### config.mk
export PLATFORM = sky130hd
export DESIGN_NAME = raster_irq_unit
export DESIGN_NICKNAME = d
export VERILOG_FILES = /design/src/rtl/raster_irq_pkg.sv /design/src/rtl/raster_irq_regs.sv /design/src/rtl/raster_irq_dotacc.sv /design/src/rtl/raster_irq_fsm.sv /design/src/rtl/raster_irq_unit.sv
export SDC_FILE = /design/constraint.sdc
export NUM_CORES = 1
export LEC_CHECK = 0
export BUFFER_PORTS_ARGS = -buffer_cell sky130_fd_sc_hd__buf_2
export CAP_MARGIN = 15
export CORE_UTILIZATION = 25
export CTS_BUF_LIST = sky130_fd_sc_hd__clkbuf_8
export CTS_CLUSTER_SIZE = 25
export DETAILED_ROUTE_END_ITERATION = 6
export GPL_TIMING_DRIVEN = 0
export PLACE_DENSITY_LB_ADDON = 0.1
export SLEW_MARGIN = 10
export SYNTH_ARGS = -nofsm -noshare
export SYNTH_HDL_FRONTEND = slang
export SYNTH_SLANG_ARGS = --single-unit
### constraint.sdc
create_clock -name clk -period 14.3 [get_ports clk]
set_input_delay 0 -clock clk [delete_from_list [all_inputs] [get_ports clk]]
set_output_delay 0 -clock clk [all_outputs]
set_load 0.1 [all_outputs]
### src/rtl/raster_irq_pkg.sv
package raster_irq_pkg;

    typedef enum logic [2:0] {
        ST_OFF   = 3'd0,
        ST_WATCH = 3'd1,
        ST_ARMED = 3'd2,
        ST_READY = 3'd3,
        ST_FIRED = 3'd4
    } raster_state_e;

    localparam int SEL_W = 3;

    localparam logic [SEL_W-1:0] SEL_LINE    = 3'd0;
    localparam logic [SEL_W-1:0] SEL_CTRL    = 3'd1;
    localparam logic [SEL_W-1:0] SEL_DISABLE = 3'd2;
    localparam logic [SEL_W-1:0] SEL_OFFSET  = 3'd3;
    localparam logic [SEL_W-1:0] SEL_JITTER  = 3'd4;

endpackage

### src/rtl/raster_irq_regs.sv
module raster_irq_regs
    import raster_irq_pkg::*;
#(
    parameter int DATA_W     = 8,
    parameter int OFFSET_MAX = 169,
    parameter int OFFSET_RST = 135
) (
    input  logic              clk,
    input  logic              rst_n,
    input  logic              bus_wr,
    input  logic [SEL_W-1:0]  bus_sel,
    input  logic [DATA_W-1:0] bus_wdata,
    output logic [DATA_W-1:0] line_q,
    output logic [DATA_W-1:0] offset_q,
    output logic              enable_q
);

    localparam logic [DATA_W-1:0] OFF_LIMIT = DATA_W'(OFFSET_MAX);
    localparam logic [DATA_W-1:0] OFF_INIT  = DATA_W'(OFFSET_RST);

    logic [DATA_W-1:0] offset_clamped;

    always_comb begin
        offset_clamped = (bus_wdata > OFF_LIMIT) ? OFF_LIMIT : bus_wdata;
    end

    always_ff @(posedge clk) begin
        if (!rst_n) begin
            line_q   <= '0;
            offset_q <= OFF_INIT;
            enable_q <= 1'b0;
        end else if (bus_wr) begin
            unique case (bus_sel)
                SEL_LINE:    line_q   <= bus_wdata;
                SEL_CTRL:    enable_q <= 1'b1;
                SEL_DISABLE: enable_q <= 1'b0;
                SEL_OFFSET:  offset_q <= offset_clamped;
                default:     ;
            endcase
        end
    end

endmodule

### src/rtl/raster_irq_dotacc.sv
module raster_irq_dotacc #(
    parameter int DOT_W     = 9,
    parameter int OFF_W     = 8,
    parameter int ACC_W     = 12,
    parameter int SCALE     = 5,
    parameter int NTSC_STEP = 15,
    parameter int PAL_STEP  = 16,
    parameter int NTSC_LEAD = 24,
    parameter int PAL_LEAD  = 20
) (
    input  logic             clk,
    input  logic             rst_n,
    input  logic             arm,
    input  logic             run,
    input  logic             pal_mode,
    input  logic [DOT_W-1:0] dot,
    input  logic [OFF_W-1:0] offset,
    output logic             reached
);

    localparam logic [ACC_W-1:0] STEP_N = ACC_W'(NTSC_STEP);
    localparam logic [ACC_W-1:0] STEP_P = ACC_W'(PAL_STEP);
    localparam logic [ACC_W-1:0] LEAD_N = ACC_W'(NTSC_LEAD);
    localparam logic [ACC_W-1:0] LEAD_P = ACC_W'(PAL_LEAD);
    localparam logic [ACC_W-1:0] MUL    = ACC_W'(SCALE);

    logic [ACC_W-1:0] acc_q;
    logic [ACC_W-1:0] acc_nx;
    logic [ACC_W-1:0] step;
    logic [ACC_W-1:0] goal_dots;
    logic [ACC_W-1:0] goal;
    logic [ACC_W-1:0] dot_scaled;

    always_comb begin
        step       = pal_mode ? STEP_P : STEP_N;
        goal_dots  = (ACC_W'(offset) << 1) + (pal_mode ? LEAD_P : LEAD_N);
        goal       = goal_dots * MUL;
        dot_scaled = ACC_W'(dot) * MUL;
        acc_nx     = arm ? dot_scaled : (acc_q + step);
        reached    = (arm || run) && (acc_nx >= goal);
    end

    always_ff @(posedge clk) begin
        if (!rst_n) begin
            acc_q <= '0;
        end else if (arm || run) begin
            acc_q <= acc_nx;
        end
    end

endmodule

### src/rtl/raster_irq_fsm.sv
module raster_irq_fsm
    import raster_irq_pkg::*;
#(
    parameter int LINE_W    = 9,
    parameter int TGT_W     = 8,
    parameter int JIT_W     = 8,
    parameter int VBL_LINE  = 241,
    parameter int NONE_LINE = 255
) (
    input  logic              clk,
    input  logic              rst_n,
    input  logic              tick,
    input  logic              render_on,
    input  logic [LINE_W-1:0] scanline,
    input  logic [TGT_W-1:0]  target_line,
    input  logic              enable,
    input  logic              reached,
    input  logic              ack,
    input  logic              disable_wr,
    output logic              arm,
    output logic              run,
    output logic              irq,
    output logic              in_frame,
    output logic [JIT_W-1:0]  jitter
);

    localparam logic [LINE_W-1:0] LINE_VBL  = LINE_W'(VBL_LINE);
    localparam logic [LINE_W-1:0] LINE_NONE = LINE_W'(NONE_LINE);

    raster_state_e     state_q, state_tk, state_d, base;
    logic [LINE_W-1:0] last_q;
    logic [LINE_W-1:0] tgt_ext;
    logic              out_of_frame;
    logic              fire;

    always_comb begin
        tgt_ext      = LINE_W'(target_line);
        out_of_frame = !render_on || (scanline >= LINE_VBL);
        base         = (state_q == ST_OFF) ? ST_WATCH : state_q;
        arm          = tick && !out_of_frame && (base == ST_WATCH) &&
                       (scanline == tgt_ext) && (scanline != last_q);
        run          = tick && !out_of_frame && (base == ST_ARMED);

        state_tk = state_q;
        if (tick) begin
            if (out_of_frame) begin
                state_tk = ST_OFF;
            end else begin
                unique case (base)
                    ST_WATCH: begin
                        if (arm)
                            state_tk = reached ? (enable ? ST_FIRED : ST_READY) : ST_ARMED;
                        else
                            state_tk = ST_WATCH;
                    end
                    ST_ARMED: state_tk = reached ? (enable ? ST_FIRED : ST_READY) : ST_ARMED;
                    ST_READY: state_tk = enable ? ST_FIRED : ST_READY;
                    ST_FIRED: state_tk = ST_FIRED;
                    default:  state_tk = ST_OFF;
                endcase
            end
        end
        fire = (state_tk == ST_FIRED) && (state_q != ST_FIRED);

        state_d = state_tk;
        if (ack && (state_tk inside {ST_ARMED, ST_READY, ST_FIRED}))
            state_d = ST_WATCH;
        if (disable_wr && (state_tk == ST_FIRED))
            state_d = ST_WATCH;
    end

    always_ff @(posedge clk) begin
        if (!rst_n) begin
            state_q <= ST_OFF;
            last_q  <= LINE_NONE;
            jitter  <= '0;
        end else begin
            state_q <= state_d;
            if (tick) begin
                if (out_of_frame)
                    last_q <= LINE_NONE;
                else if (reached)
                    last_q <= tgt_ext;
                jitter <= fire ? '0 : jitter + 1'b1;
            end
        end
    end

    always_comb begin
        irq      = (state_q == ST_FIRED);
        in_frame = (state_q != ST_OFF);
    end

endmodule

### src/rtl/raster_irq_unit.sv
module raster_irq_unit
    import raster_irq_pkg::*;
#(
    parameter int LINE_W     = 9,
    parameter int DOT_W      = 9,
    parameter int DATA_W     = 8,
    parameter int JIT_W      = 8,
    parameter int ACC_W      = 12,
    parameter int OFFSET_MAX = 169,
    parameter int OFFSET_RST = 135,
    parameter int VBL_LINE   = 241,
    parameter int HBLANK_DOT = 256
) (
    input  logic              clk,
    input  logic              rst_n,
    input  logic              cpu_tick,
    input  logic [LINE_W-1:0] scanline,
    input  logic [DOT_W-1:0]  dot,
    input  logic              render_on,
    input  logic              pal_mode,
    input  logic              bus_wr,
    input  logic              bus_rd,
    input  logic [SEL_W-1:0]  bus_sel,
    input  logic [DATA_W-1:0] bus_wdata,
    output logic [DATA_W-1:0] bus_rdata,
    output logic              irq,
    output logic              in_frame,
    output logic              hblank
);

    localparam logic [DOT_W-1:0] DOT_HB = DOT_W'(HBLANK_DOT);

    logic [DATA_W-1:0] line_q;
    logic [DATA_W-1:0] offset_q;
    logic              enable_q;
    logic              arm, run, reached;
    logic              ack, disable_wr;
    logic [JIT_W-1:0]  jitter;
    logic [DATA_W-1:0] status;

    assign ack        = bus_rd && (bus_sel == SEL_CTRL);
    assign disable_wr = bus_wr && (bus_sel == SEL_DISABLE);
    assign hblank     = (dot >= DOT_HB);

    raster_irq_regs #(
        .DATA_W     (DATA_W),
        .OFFSET_MAX (OFFSET_MAX),
        .OFFSET_RST (OFFSET_RST)
    ) u_regs (
        .clk       (clk),
        .rst_n     (rst_n),
        .bus_wr    (bus_wr),
        .bus_sel   (bus_sel),
        .bus_wdata (bus_wdata),
        .line_q    (line_q),
        .offset_q  (offset_q),
        .enable_q  (enable_q)
    );

    raster_irq_dotacc #(
        .DOT_W (DOT_W),
        .OFF_W (DATA_W),
        .ACC_W (ACC_W)
    ) u_acc (
        .clk      (clk),
        .rst_n    (rst_n),
        .arm      (arm),
        .run      (run),
        .pal_mode (pal_mode),
        .dot      (dot),
        .offset   (offset_q),
        .reached  (reached)
    );

    raster_irq_fsm #(
        .LINE_W   (LINE_W),
        .TGT_W    (DATA_W),
        .JIT_W    (JIT_W),
        .VBL_LINE (VBL_LINE)
    ) u_fsm (
        .clk         (clk),
        .rst_n       (rst_n),
        .tick        (cpu_tick),
        .render_on   (render_on),
        .scanline    (scanline),
        .target_line (line_q),
        .enable      (enable_q),
        .reached     (reached),
        .ack         (ack),
        .disable_wr  (disable_wr),
        .arm         (arm),
        .run         (run),
        .irq         (irq),
        .in_frame    (in_frame),
        .jitter      (jitter)
    );

    always_comb begin
        status             = '0;
        status[DATA_W-1]   = hblank;
        status[DATA_W-2]   = in_frame;
        status[0]          = irq;
        bus_rdata          = '0;
        if (bus_rd) begin
            unique case (bus_sel)
                SEL_CTRL:   bus_rdata = status;
                SEL_JITTER: bus_rdata = DATA_W'(jitter);
                default:    bus_rdata = '0;
            endcase
        end
    end

endmodule

==> reports/results.txt <==
number of buffers on the longest clock path -> 2
DRC Markers -> 0
Max-slew headroom -> 45.1%
area grow syn2layout -> 16.3%
cell internal power dissipation -> 0.208 mW
post-route clock skew -> 0.00902 ns
register bit count reported by yosys -> 48
Final Wtd Congestion -> 0.751
Final Hold Vio Count -> 0
worst r2r src -> u_regs.offset_q[2]
initial antenna violation count -> 0
instance count along the most critical hold path -> 3
clock slew at the register clock pins of the worst setup and hold paths -> 0.09 ns
Max stage delay on crit path -> 0.50 ns
post-synthesis net count -> 551
router iterations before antenna repair -> 4
number of cell instances on the worst register-to-register path -> 23
endpoint of the worst hold path -> u_regs.enable_q
count of cell types in the netlist -> 55
required time worst endpoint -> 14.51 ns
worst IR drop on VDD -> 40.6 uV
Hold Buf Count CTS -> 8
mean number of vias per cell -> 4.76
top-level I/O count -> 47
portion of the clock cycle consumed by the worst path in the final layout -> 38.2%
row count -> 45
critical-path cell with the highest stage delay -> sky130_fd_sc_hd__a211oi_1
via count of the first global-routing pass -> 3483
total of max-cap violations -> 0
total wire length -> 10600 microns
maximum number of pins on one net before global-route repair -> 14
part of the power in the clock network -> 28.2%
kind of cell adding the most delay to the critical path -> compound AO/OA/AOI/OAI gates
Psw -> 0.0953 mW
Synth Area per Inst -> 8.37 sq um
leading cell types in the layout, fill and taps excluded -> sky130_fd_sc_hd__nand2_1 (51), sky130_fd_sc_hd__buf_2 (48), sky130_fd_sc_hd__dfxtp_1 (48)
combinational share of power -> 26.3%
CP bufs+invs -> 1
Tot Pwr -> 0.304 mW
clk sinks -> 48
cells resized by post-CTS repair -> 0
1st-iter DRT viols -> 121
worst slack on hold paths -> 0.0354 ns
most frequent cell on the critical path -> sky130_fd_sc_hd__ha_1
fraction of final layout cells sized beyond drive strength 1 -> 11.6%
average wire length per cell after detail routing -> 14.9 microns
beginning of the worst hold path -> bus_sel[0]
Worst setup SP type -> register
path category of the worst min-delay check -> input pin to register
CTS tree -> built
# Post-CTS Setup Buffers -> 0
number of levels the H-tree was split into -> 2
cell area after synthesis -> 3900 sq um
synth warn -> 0
post-layout instance area -> 4540 sq um
transition time at the pin with the least slew margin -> 0.817 ns
CTS root buf -> sky130_fd_sc_hd__clkbuf_8
clock period minus final worst setup slack -> 5.47 ns
Starting Density -> 25.6%
setup repair after global routing missed its margin -> false
total number of nets in the final design -> 611
remaining global-route overflow -> 0
Register-to-Register Setup Slack -> 8.83 ns
number of setup violations in the final report -> 0
sequential share of power -> 45.5%
Post-synth EDFFs -> 0
detailed placer's ending HPWL -> 8660 microns
data arrival time of the critical path -> 5.67 ns
Final TNS setup -> 0 ns
placed cell area -> 4370 sq um
post-route antenna net violation count -> 0
most frequently used flop master after synthesis -> sky130_fd_sc_hd__dfxtp_1
wire length of the first global-routing pass -> 17700 microns
power density over cell area -> 66.9 nW/um^2
sort of element at the end of the critical path -> register
die footprint -> 16100 sq um
Async SR Flop Fraction -> 0%
Worst Setup Path Type -> register to register
LEAKAGE -> 2.03 nW
antenna cells -> 0
share of synthesized area occupied by flip-flops and latches -> 24.6%
number of buffers inserted during clock tree synthesis -> 5
cells along the critical path -> ha_1, a211oi_1, xnor2_1, ha_1, ha_1, a21o_1, a21oi_1, nor2_1, o21a_1, o21ai_0, nand2b_1, a21oi_1, xor2_1, ha_1, nand4_1, nor3_1, o21ai_0, o2111ai_1, o2bb2ai_4, a21o_4, or4b_1, buf_2, a41o_1
max frequency -> 183 MHz
switching share of total power -> 31.4%
Tot GR Track Use -> 14.1%
vertical extent of the die -> 127 microns
critical path fanouts, max -> 8
count of input and output buffers -> 44
clock latency at the later pin of the worst-skew pair -> 0.31 ns
synthesized instance count -> 466
leading cell type in the layout, fill and taps excluded -> sky130_fd_sc_hd__nand2_1
Via Count -> 3401
status -> finished, final reports clean
core area -> 15200 sq um
overall die width -> 127 microns
Slew Limit Fails -> 0
Reg-to-Reg End -> u_fsm.jitter[1]
-- worst register-to-register path: stages (launching register included) --
cell and delay, ns:
sky130_fd_sc_hd__dfxtp_1 0.32, sky130_fd_sc_hd__ha_1 0.26, sky130_fd_sc_hd__a211oi_1 0.50, sky130_fd_sc_hd__xnor2_1 0.18, sky130_fd_sc_hd__ha_1 0.35, sky130_fd_sc_hd__ha_1 0.30
sky130_fd_sc_hd__a21o_1 0.15, sky130_fd_sc_hd__a21oi_1 0.21, sky130_fd_sc_hd__nor2_1 0.06, sky130_fd_sc_hd__o21a_1 0.18, sky130_fd_sc_hd__o21ai_0 0.21, sky130_fd_sc_hd__nand2b_1 0.08
sky130_fd_sc_hd__a21oi_1 0.17, sky130_fd_sc_hd__xor2_1 0.11, sky130_fd_sc_hd__ha_1 0.32, sky130_fd_sc_hd__nand4_1 0.12, sky130_fd_sc_hd__nor3_1 0.34, sky130_fd_sc_hd__o21ai_0 0.14
sky130_fd_sc_hd__o2111ai_1 0.17, sky130_fd_sc_hd__o2bb2ai_4 0.19, sky130_fd_sc_hd__a21o_4 0.16, sky130_fd_sc_hd__or4b_1 0.42, sky130_fd_sc_hd__buf_2 0.18, sky130_fd_sc_hd__a41o_1 0.24
-- cells in the mapped netlist (11+ instances only) --
library cell | number | area share (%)
sky130_fd_sc_hd__nand4_1 | 11 | 1.8
sky130_fd_sc_hd__xor2_1 | 18 | 4.0
sky130_fd_sc_hd__nand2b_1 | 11 | 1.8
sky130_fd_sc_hd__nand2_1 | 51 | 4.9
sky130_fd_sc_hd__dfxtp_1 | 48 | 25
sky130_fd_sc_hd__clkbuf_1 | 13 | 1.3
sky130_fd_sc_hd__xnor2_1 | 31 | 7.0
sky130_fd_sc_hd__o21ai_0 | 22 | 2.8
sky130_fd_sc_hd__and3_1 | 14 | 2.2
sky130_fd_sc_hd__nor2_1 | 21 | 2.0
sky130_fd_sc_hd__nor2b_1 | 12 | 1.9
sky130_fd_sc_hd__a21boi_0 | 13 | 2.5
sky130_fd_sc_hd__inv_1 | 28 | 2.7
sky130_fd_sc_hd__a21oi_1 | 20 | 2.6
sky130_fd_sc_hd__ha_1 | 45 | 14
-- sequential cells by signal, indices dropped and copies added, names as in the netlist --
| name | flops |
|---|---|
| u_acc.acc_q | 12 |
| u_regs.line_q | 8 |
| u_fsm.jitter | 8 |
| u_fsm.state_q | 3 |
| u_fsm.last_q | 8 |
| u_regs.offset_q | 8 |
| u_regs.enable_q | 1 |
-- kinds of logic after synthesis --
group,count (synthesis),share of synthesized area [%]
adder cells (fa/ha/maj),49,16.5
XOR/XNOR,49,11.0
AND/OR/NAND/NOR,156,20.4
AO/OA/AOI/OAI,109,20.2
buffers and inverters,45,4.62
multiplexers,10,2.57
flip-flops,48,24.6
-- how the worst max path moves through the flow --
stage,from,slack (ns),depth (start not counted),endpoint
final,u_regs.offset_q[2],8.83,23,u_fsm.jitter[1]
after global routing,u_regs.offset_q[2],8.37,23,u_fsm.jitter[1]
after CTS,u_regs.offset_q[2],8.78,23,u_fsm.jitter[1]
after global placement,pal_mode,8.64,25,u_fsm.jitter[1]
after floorplan,u_regs.offset_q[2],9.53,23,u_fsm.jitter[1]
after detailed placement,pal_mode,8.67,25,u_fsm.jitter[1]
-- cell type report --
class,count,area [sq um]
inverter,28,105
sequential,48,961
multi-input combinational,373,2760
fill,1690,10700
clock inverter,2,7.51
timing repair buffer,53,305
clock buffer,6,82.6
tap,188,235
buffer,17,75.1
-- per-stage QoR --
step | std cells | setup slack, ns | utilization, %
2_1_floorplan | 466 | 9.53 | -
5_1_grt | 715 | 8.37 | 29.8
3_3_place_gp | 698 | 8.64 | 28.6
4_1_cts | 715 | 8.78 | 29.8
3_5_place_dp | 699 | 8.67 | 28.7
6_report | 715 | 8.83 | 29.8
-- layer usage --
layer	vias up	share of wire, %	track usage (%)
met2	46	46	23.9
met4	0	2.4	5.18
li1	1771	-	-
met5	-	0	0
met3	14	2.2	1.64
met1	1570	49	18.3
-- power by group through the flow --
stage | Sequential, mW | Combinational [mW] | Clock (mW)
global placement | 0.141 | 0.0777 | 0
detailed placement | 0.141 | 0.0797 | 0
finish | 0.138 | 0.0799 | 0.0855
floorplan | 0.140 | 0.0552 | 0
CTS | 0.138 | 0.0821 | 0.0909
global route | 0.139 | 0.0928 | 0.0954
No activity file was read; power rests on OpenSTA's default activity.
